$ cat config.mk
export PLATFORM = sky130hd
export DESIGN_NAME = pcUnit
export DESIGN_NICKNAME = d
export VERILOG_FILES = /design/src/rtl/pc_pkg.sv /design/src/rtl/pcCtl.sv /design/src/rtl/pcPath.sv /design/src/rtl/pcUnit.sv
export SDC_FILE = /design/constraint.sdc
export NUM_CORES = 1
export LEC_CHECK = 0
export BUFFER_PORTS_ARGS = -buffer_cell sky130_fd_sc_hd__buf_2
export CAP_MARGIN = 25
export CELL_PAD_IN_SITES_DETAIL_PLACEMENT = 1
export CELL_PAD_IN_SITES_GLOBAL_PLACEMENT = 1
export CORE_ASPECT_RATIO = 1.75
export CORE_MARGIN = 2
export CORE_UTILIZATION = 38
export DETAILED_ROUTE_END_ITERATION = 6
export MAX_ROUTING_LAYER = met4
export PLACE_DENSITY = 0.88
export SLEW_MARGIN = 20
export SYNTH_ARGS = -nofsm -noshare
export SYNTH_HDL_FRONTEND = slang
export SYNTH_SLANG_ARGS = --single-unit
export TNS_END_PERCENT = 5
$ cat constraint.sdc
create_clock -name clk -period 8.35 [get_ports clk]
set_clock_uncertainty 0.15 [all_clocks]
set_input_delay 1.2525 -clock clk [delete_from_list [all_inputs] [get_ports clk]]
set_output_delay 1.2525 -clock clk [all_outputs]
set_load 0.005 [all_outputs]
$ cat src/rtl/pc_pkg.sv
package pc_pkg;
  localparam int PC_W  = 16;
  localparam int OFS_W = 6;

  typedef enum logic [1:0] {
    STEP_HOLD = 2'b00,
    STEP_INC  = 2'b01,
    STEP_REL  = 2'b10,
    STEP_ABS  = 2'b11
  } stepT;

  typedef struct packed {
    logic load;
    logic useSum;
    logic useOfs;
  } pcCtlT;
endpackage

$ cat src/rtl/pcCtl.sv
module pcCtl
  import pc_pkg::*;
(
  input  logic [1:0] stepCode,
  output pcCtlT      ctl
);
  always_comb begin
    ctl = '0;
    unique case (stepT'(stepCode))
      STEP_HOLD: ctl = '0;
      STEP_INC:  begin ctl.load = 1'b1; ctl.useSum = 1'b1; end
      STEP_REL:  begin ctl.load = 1'b1; ctl.useSum = 1'b1; ctl.useOfs = 1'b1; end
      STEP_ABS:  ctl.load = 1'b1;
      default:   ctl = '0;
    endcase
  end
endmodule

$ cat src/rtl/pcPath.sv
module pcPath
  import pc_pkg::*;
#(
  parameter int W = PC_W,
  parameter int OW = OFS_W
) (
  input  logic         clk,
  input  logic         rstN,
  input  pcCtlT        ctl,
  input  logic [W-1:0] instr,
  input  logic [W-1:0] regA,
  output logic [W-1:0] pcQ
);
  localparam int HALF = OW / 2;

  logic [OW-1:0] ofsField;
  logic [W-1:0]  ofsExt;
  logic [W-1:0]  addend;
  logic [W-1:0]  sumVal;
  logic [W-1:0]  nextVal;

  assign ofsField = {instr[3*HALF-1:2*HALF], instr[HALF-1:0]};
  assign ofsExt   = {{(W-OW){ofsField[OW-1]}}, ofsField};
  assign addend   = ctl.useOfs ? ofsExt : W'(1);
  assign sumVal   = pcQ + addend;
  assign nextVal  = ctl.useSum ? sumVal : regA;

  always_ff @(posedge clk) begin
    if (!rstN)         pcQ <= '0;
    else if (ctl.load) pcQ <= nextVal;
  end
endmodule

$ cat src/rtl/pcUnit.sv
module pcUnit
  import pc_pkg::*;
(
  input  logic        clk,
  input  logic        rstN,
  input  logic [1:0]  stepCode,
  input  logic [15:0] instr,
  input  logic [15:0] regA,
  output logic [15:0] pcOut
);
  pcCtlT ctl;

  pcCtl u_ctl (.stepCode(stepCode), .ctl(ctl));

  pcPath #(.W(PC_W), .OW(OFS_W)) u_path (
    .clk(clk), .rstN(rstN), .ctl(ctl),
    .instr(instr), .regA(regA), .pcQ(pcOut)
  );
endmodule

Word level (Yosys, flattened, before mapping)
Index checks and enable logic that the tools add are counted.
{"block": "word_totals", "register_bits": 16, "out_inout_bits": 16}
{"block": "classes", "n_reduce_logical": 3, "n_eq_ne": 3, "addsub": 1, "n_mux": 5}
{"op": "$mux 16", "count": 2}
{"op": "$add 16x16->16", "count": 1}
{"op": "$eq 2x2->1 const B", "count": 2}
{"op": "$reduce_or 3->1", "count": 1}
{"op": "$eq 2x1->1 const B", "count": 1}
{"op": "$logic_not 2->1", "count": 1}
{"op": "$mux 1", "count": 2}
{"op": "$pmux 1 s2", "count": 1}
{"op": "$reduce_or 2->1", "count": 1}

Longest topological paths before layout
Gate-level depths: netlist (run 1).
{"block": "logic_depth", "word_depth": 5, "ltp_mapped": 11, "depth_no_buf": 11}

By module
Synthesis (run 1) repeated with hierarchy kept, for this count alone.
{"block": "hier_totals", "cells_unflattened": 231, "area_unflattened_um2": 1682.9}
{"module": "pcPath", "instances": 1, "seq_area_each_um2": 320.3, "area_per_inst_um2": 1646.6, "cells_each": 226}
{"module": "pcCtl", "instances": 1, "seq_area_each_um2": 0.0, "area_per_inst_um2": 36.3, "cells_each": 5}

Least setup slack after synthesis (run 1)
No wires, ideal clock.
{"block": "synth_timing", "path_kind": "input-to-reg", "start": "in stepCode[0]", "end": "reg u_path.pcQ[14]", "n_path_buf": 0, "arrival_time_ns": 3.491, "setup_time_ns": 0.132, "cell_stages": 11, "setup_slack_ns": 4.577, "path_cell_list": "inv_1 > ha_1 > nand2b_1 > ha_1 > fa_1 > a211o_1 > a21oi_1 > o21ai_0 > a32o_1 > a41oi_1 > o32ai_1"}
{"block": "synth_between", "elab_chain_cells": 5, "word_cells_on_any_way": 12}
{"element": "start: declaration", "line": "pcUnit.sv:6", "rtl": "input logic [1:0] stepCode,"}
{"element": "$eq 2x2->1", "line": "pcCtl.sv:9", "rtl": "unique case (stepT'(stepCode))"}
{"element": "$mux 1", "line": "pcCtl.sv:9"}
{"element": "$mux 16", "line": "pcPath.sv:24", "rtl": "assign addend = ctl.useOfs ? ofsExt : W'(1);"}
{"element": "$add 16x16->16", "line": "pcPath.sv:25", "rtl": "assign sumVal = pcQ + addend;"}
{"element": "$mux 16", "line": "pcPath.sv:26", "rtl": "assign nextVal = ctl.useSum ? sumVal : regA;"}
{"element": "end signal: assignment", "line": "pcPath.sv:30", "rtl": "else if (ctl.load) pcQ <= nextVal;"}
{"element": "end: declaration", "line": "pcPath.sv:12", "rtl": "output logic [W-1:0] pcQ"}
Several ways; a longest one is shown, not always the timed one.
A chain may end at the register's enable or synchronous reset.

Worst setup path after layout (run 1)
Same ends and word-level chain as after synthesis.

==> results of run 1 <==
==> per-layer routing <==
layer  vias to the layer above  global-route usage, %  part of all wire (%)
li1                        795                      -                     -
met1                       817                   24.9                    39
met2                        57                   46.0                    54
met3                        10                   2.41                   4.0
met4                         0                   11.5                   3.1
met5                         -                      -                     0
==> worst max-delay path: cells and delay by family <==
family,cells,cell delay [ns]
adders and majority gates,3,1.08
and+or+nand+nor,1,0.11
AOI/OAI and AO/OA,6,1.56
buffers and inverters,2,0.16
==> cells in the mapped netlist (all sizes together), types with 2 or more instances <==
library cell / n / area share [%]
nor3: 2 / 0.68
ha: 7 / 6.0
or4: 3 / 1.8
inv: 7 / 1.8
o31ai: 3 / 1.9
clkbuf: 5 / 1.5
mux2: 3 / 2.3
a211o: 4 / 2.4
a21oi: 19 / 6.7
mux2i: 9 / 6.1
and3: 5 / 2.1
a211oi: 3 / 1.9
buf: 4 / 1.5
dfxtp: 16 / 22
a22oi: 5 / 2.6
o21a: 2 / 1.0
a21o: 7 / 3.6
nor2: 16 / 4.1
or3: 10 / 4.6
and2: 7 / 3.0
nand3: 6 / 2.0
nand2: 16 / 4.1
o211ai: 3 / 1.5
nand4: 2 / 0.85
xnor2: 2 / 1.2
o21ai: 8 / 2.7
==> cell families after synthesis <==
kind of cell             after synthesis  share of synthesized area, %
AND/OR/NAND/NOR                       74                          26.9
AO/OA/AOI/OAI                         63                          29.4
buffers and inverters                 16                          4.86
flip-flops                            16                          21.8
multiplexers                          12                          8.44
adder cells (fa/ha/maj)                8                          7.33
XOR/XNOR                               2                          1.19
==> final timing paths <==
| kind | from | endpoint | slack, ns | cells after the start |
|---|---|---|---|---|
| min reg2reg | u_path.pcQ[2]$_SDFFE_PN0P_ | u_path.pcQ[2]$_SDFFE_PN0P_ | 0.38 | 2 |
| min | u_path.pcQ[2]$_SDFFE_PN0P_ | u_path.pcQ[2]$_SDFFE_PN0P_ | 0.38 | 2 |
| max | stepCode[0] | u_path.pcQ[14]$_SDFFE_PN0P_ | 4.15 | 12 |
| max reg2reg | u_path.pcQ[0]$_SDFFE_PN0P_ | u_path.pcQ[14]$_SDFFE_PN0P_ | 5.47 | 8 |
==> area by class of cell <==
cell class | count | area, µm² | area share, %
Multi-Input combinational cell | 159 | 1080 | 61.3
Sequential cell | 16 | 320 | 18.2
Timing Repair Buffer | 43 | 220 | 12.5
Tap cell | 46 | 57.6 | 3.28
Clock buffer | 4 | 55.1 | 3.14
Inverter | 7 | 26.3 | 1.50
==> per-stage QoR <==
step	cells	total power [µW]	cell area, µm²	utilization (%)
5_1_grt	275	262	1760	47.9
4_1_cts	275	248	1760	47.9
3_5_place_dp	271	176	1700	46.4
3_3_place_gp	271	173	1700	46.4
6_report	275	248	1760	47.9
2_1_floorplan	191	148	1470	-
==> where the power goes <==
part | internal [µW] | switching [µW] | total [µW]
logic | 36.4 | 43.0 | 79.5
registers | 83.6 | 12.4 | 96.0
clock network | 42.0 | 31.0 | 73.0
==> qor.txt, run 1 <==
Post-CTS Hold Fix Bufs - 0
worst path cell trace - buf_2, inv_1, ha_1, nand2b_1, ha_1, fa_1, a211o_1, a21oi_1, o21ai_0, a32o_1, a41oi_1, o32ai_1
Clock H-tree levels - 1
crit-path max cell delay - 0.45 ns
pre-CTS WS - 3.96 ns
Post-Synthesis Cells - 191
grt ovf - 0
# IOs - 52
syn avg cell area - 7.68 µm²
Slew Limit Fails - 0
die area - 4390 µm²
CTS resizes - 0
die width - 51.0 µm
antenna viol nets, final - 0
Tmin final - 4.20 ns
RSZ-0062 raised after global routing - false
Routed WL - 4930 µm
ant diodes - 0
Max-slew headroom - 60.4%
FMAX - 238 MHz
Critical Path End Type - register
vias in the first global route - 1781
DRC errors left - 0
Worst Path Arrival - 4.17 ns
critical path launch point type - input port
largest net degree at the start of global routing - 24
Hold Crit Class - register to register
synthesized net count - 235
Initial Util - 40.0%
Tcrit/Tclk final - 50.3%
CTS Buf Count - 3
max reg flops - 16
Worst VDD drop - 84.4 µV
Slowest cell on crit path - fa_1
DRT iter0 DRCs - 56
routability congestion estimate - 0.962
HPWL Detailed - 3570 µm
CP most frequent cell - ha_1
clk_lat worst skew - 0.26 ns
Crit Path Class - input port to register
synth warn - 0
row count - 29
Post-synth EDFFs - 0
Synth cell types - 51
Final nets - 274
post-DR wirelength/cell - 17.9 µm
sequential share of the synthesized area - 21.8%
Worst Tran Pin Value - 0.592 ns
initial antenna violation count - 0
top_reg_cell synth - dfxtp_1
post-CTS setup buffer count - 0
CTS root buf - clkbuf_8
leading cell types in the layout, fill and taps excluded - buf_2 (41), a21oi_1 (18), nor2_1 (16), nand2_1 (16), dfxtp_1 (16)
CTS tree - built
global-route wire length before repair - 8070 µm
Via density - 6.11
area delta synth->final - 19.6%
layout cells sized above 1 - 23.6%
IO buf count - 41
Hold Fails Final Rpt - 0
outcome - finished, final reports clean
Power Density - 142 nW/µm²
core box area - 3660 µm²
Max-Cap Viols - 0
clock tree buffer depth - 2
Yosys reg bits - 16
commonest non-fill, non-tap cell in the layout - buf_2
CP Data Required Time - 8.33 ns
total track usage - 24.7%
Filler Cell Count - 495
aggregate negative setup slack - 0 ns
asr flop ratio synth - 0%
vias post-DR - 1679
number of iterations in the first detailed-routing pass - 4
Top Registers - u_path.pcQ x16
setup ws final - 4.15 ns
Mapped Area - 1470 µm²
CP Max Fanout - 9
LEAKAGE - 0.000798 µW
die height - 86.2 µm
Clock Sinks - 16
Reg clk slew, reported paths - 0.07 ns
Final setup viols - 0
Hold Slack - 0.379 ns
largest register by flop count - u_path.pcQ
Note: power is estimated with default switching activity, not from simulation.
==> inputs of run 2 (changes only) <==
--- a/config.mk
+++ b/config.mk
@@ -11,10 +11,10 @@
 export CELL_PAD_IN_SITES_GLOBAL_PLACEMENT = 1
 export CORE_ASPECT_RATIO = 1.75
 export CORE_MARGIN = 2
-export CORE_UTILIZATION = 38
+export CORE_UTILIZATION = 35
 export DETAILED_ROUTE_END_ITERATION = 6
 export MAX_ROUTING_LAYER = met4
-export PLACE_DENSITY = 0.88
+export PLACE_DENSITY = 0.82
 export SLEW_MARGIN = 20
 export SYNTH_ARGS = -nofsm -noshare
 export SYNTH_HDL_FRONTEND = slang
==> constraint.sdc (replaced) <==
create_clock -name clk -period 4.35 [get_ports clk]
set_clock_uncertainty 0.15 [all_clocks]
set_input_delay 0.6525 -clock clk [delete_from_list [all_inputs] [get_ports clk]]
set_output_delay 0.6525 -clock clk [all_outputs]
set_load 0.005 [all_outputs]
==> run 2 against run 1 <==
Register-to-register slack worse by 3.9 ns; final area grew 0.21%; critical endpoint unchanged; critical path depth did not move; routed wire length is 4.9% lower; sequential power increased by 92%; first-iteration DRC count down 36%.
==> qor.txt, run 2 (synthesis gave the netlist of run 1 again) <==
outcome - finished, final reports clean
vias post-DR - 1611
setup ws final - 0.896 ns
Worst VDD drop - 161 µV
Worst Tran Pin Value - 0.601 ns
CTS root buf - clkbuf_8
DRC errors left - 0
routability congestion estimate - 0.873
FMAX - 290 MHz
Slowest cell on crit path - fa_1
Hold Crit Class - register to register
Finished Core Util - 43.2%
aggregate negative setup slack - 0 ns
core box area - 4070 µm²
Crit Path Class - input port to register
Initial Util - 36.0%
total track usage - 22.1%
CTS resizes - 0
# IOs - 52
post-CTS setup buffer count - 0
clk_lat worst skew - 0.26 ns
worst r2r path cells - 8
WHS Path Cells - 2
Final nets - 274
Reg clk slew, reported paths - 0.07 ns
CTS tree - built
Clock Sinks - 16
leading cell types in the layout, fill and taps excluded - buf_2 (41), a21oi_1 (18), nor2_1 (16), nand2_1 (16), dfxtp_1 (16)
placed cells - 274
crit-path max cell delay - 0.44 ns
largest register by flop count - u_path.pcQ
clock tree buffer depth - 2
Critical Path End Type - register
ant diodes - 0
Post-CTS Hold Fix Bufs - 0
CP Data Required Time - 4.33 ns
Max-Cap Viols - 0
Final setup viols - 0
pre-CTS WS - 0.575 ns
row count - 31
post-DR wirelength/cell - 16.8 µm
max reg flops - 16
global-route wire length before repair - 7630 µm
Hold Fails Final Rpt - 0
commonest non-fill, non-tap cell in the layout - buf_2
Tmin final - 3.45 ns
DRT iter0 DRCs - 36
number of iterations in the first detailed-routing pass - 4
critical path launch point type - input port
Power Density - 271 nW/µm²
CTS Buf Count - 3
die area - 4750 µm²
antenna viol nets, final - 0
area delta synth->final - 19.9%
Filler Cell Count - 545
LEAKAGE - 0.000798 µW
die width - 53.0 µm
layout cells sized above 1 - 23.6%
largest net degree at the start of global routing - 24
worst path cell trace - buf_2, inv_1, ha_1, nand2b_1, ha_1, fa_1, a211o_1, a21oi_1, o21ai_0, a32o_1, a41oi_1, o32ai_1
Clock H-tree levels - 1
vias in the first global route - 1639
CP most frequent cell - ha_1
Max-slew headroom - 59.9%
die height - 89.7 µm
initial antenna violation count - 0
IO buf count - 41
grt ovf - 0
Tcrit/Tclk final - 79.4%
Via density - 5.79
Top Registers - u_path.pcQ x16
RSZ-0062 raised after global routing - false
CP Max Fanout - 9
HPWL Detailed - 3510 µm
fin cells - 278
Slew Limit Fails - 0
Worst Path Arrival - 3.44 ns
Routed WL - 4680 µm
## run 2: final cells by class
cell class / count / area, µm² / share of cell area, %
clock buffer: 4 / 55.1 / 3.13
multi-input combinational: 159 / 1080 / 61.2
timing repair buffer: 43 / 220 / 12.5
sequential: 16 / 320 / 18.2
inverter: 7 / 26.3 / 1.49
tap: 49 / 61.3 / 3.49
## run 2: worst max-delay path: cells and delay by family
kind            cells  cell delay [ns]
simple gates        1             0.10
fa+ha+maj           3             1.02
compound gates      6             1.50
buf+inv             2             0.16
## run 2: through the flow
stage / cell area [µm²] / hold slack (ns) / total power [µW]
floorplan: 1470 / 0.354 / 284
global placement: 1700 / 0.356 / 334
detailed placement: 1700 / 0.365 / 337
CTS: 1760 / 0.374 / 478
global route: 1760 / 0.423 / 504
finish: 1760 / 0.367 / 476
## run 2: metal layers
metal	wire, µm	vias up	track usage [%]
li1	-	799	-
met1	1830	779	22.7
met2	2640	26	43.2
met3	117	7	1.66
met4	88	0	6.53
met5	0	-	-
## run 2: final timing paths
| check | from | endpoint | slack, ns |
|---|---|---|---|
| worst max-delay path | stepCode[0] | u_path.pcQ[14]$_SDFFE_PN0P_ | 0.90 |
| worst min-delay path | u_path.pcQ[15]$_SDFFE_PN0P_ | u_path.pcQ[15]$_SDFFE_PN0P_ | 0.37 |
| worst max register to register | u_path.pcQ[0]$_SDFFE_PN0P_ | u_path.pcQ[14]$_SDFFE_PN0P_ | 1.57 |
| worst min register to register | u_path.pcQ[15]$_SDFFE_PN0P_ | u_path.pcQ[15]$_SDFFE_PN0P_ | 0.37 |
## run 2: where the power goes
group | total, µW | switching, µW | leakage (µW) | internal (µW)
clock network | 143 | 62.6 | 0.0000288 | 80.7
logic | 149 | 79.9 | 0.000637 | 69.4
registers | 184 | 23.0 | 0.000132 | 161
total | 476 | 166 | 0.000798 | 311
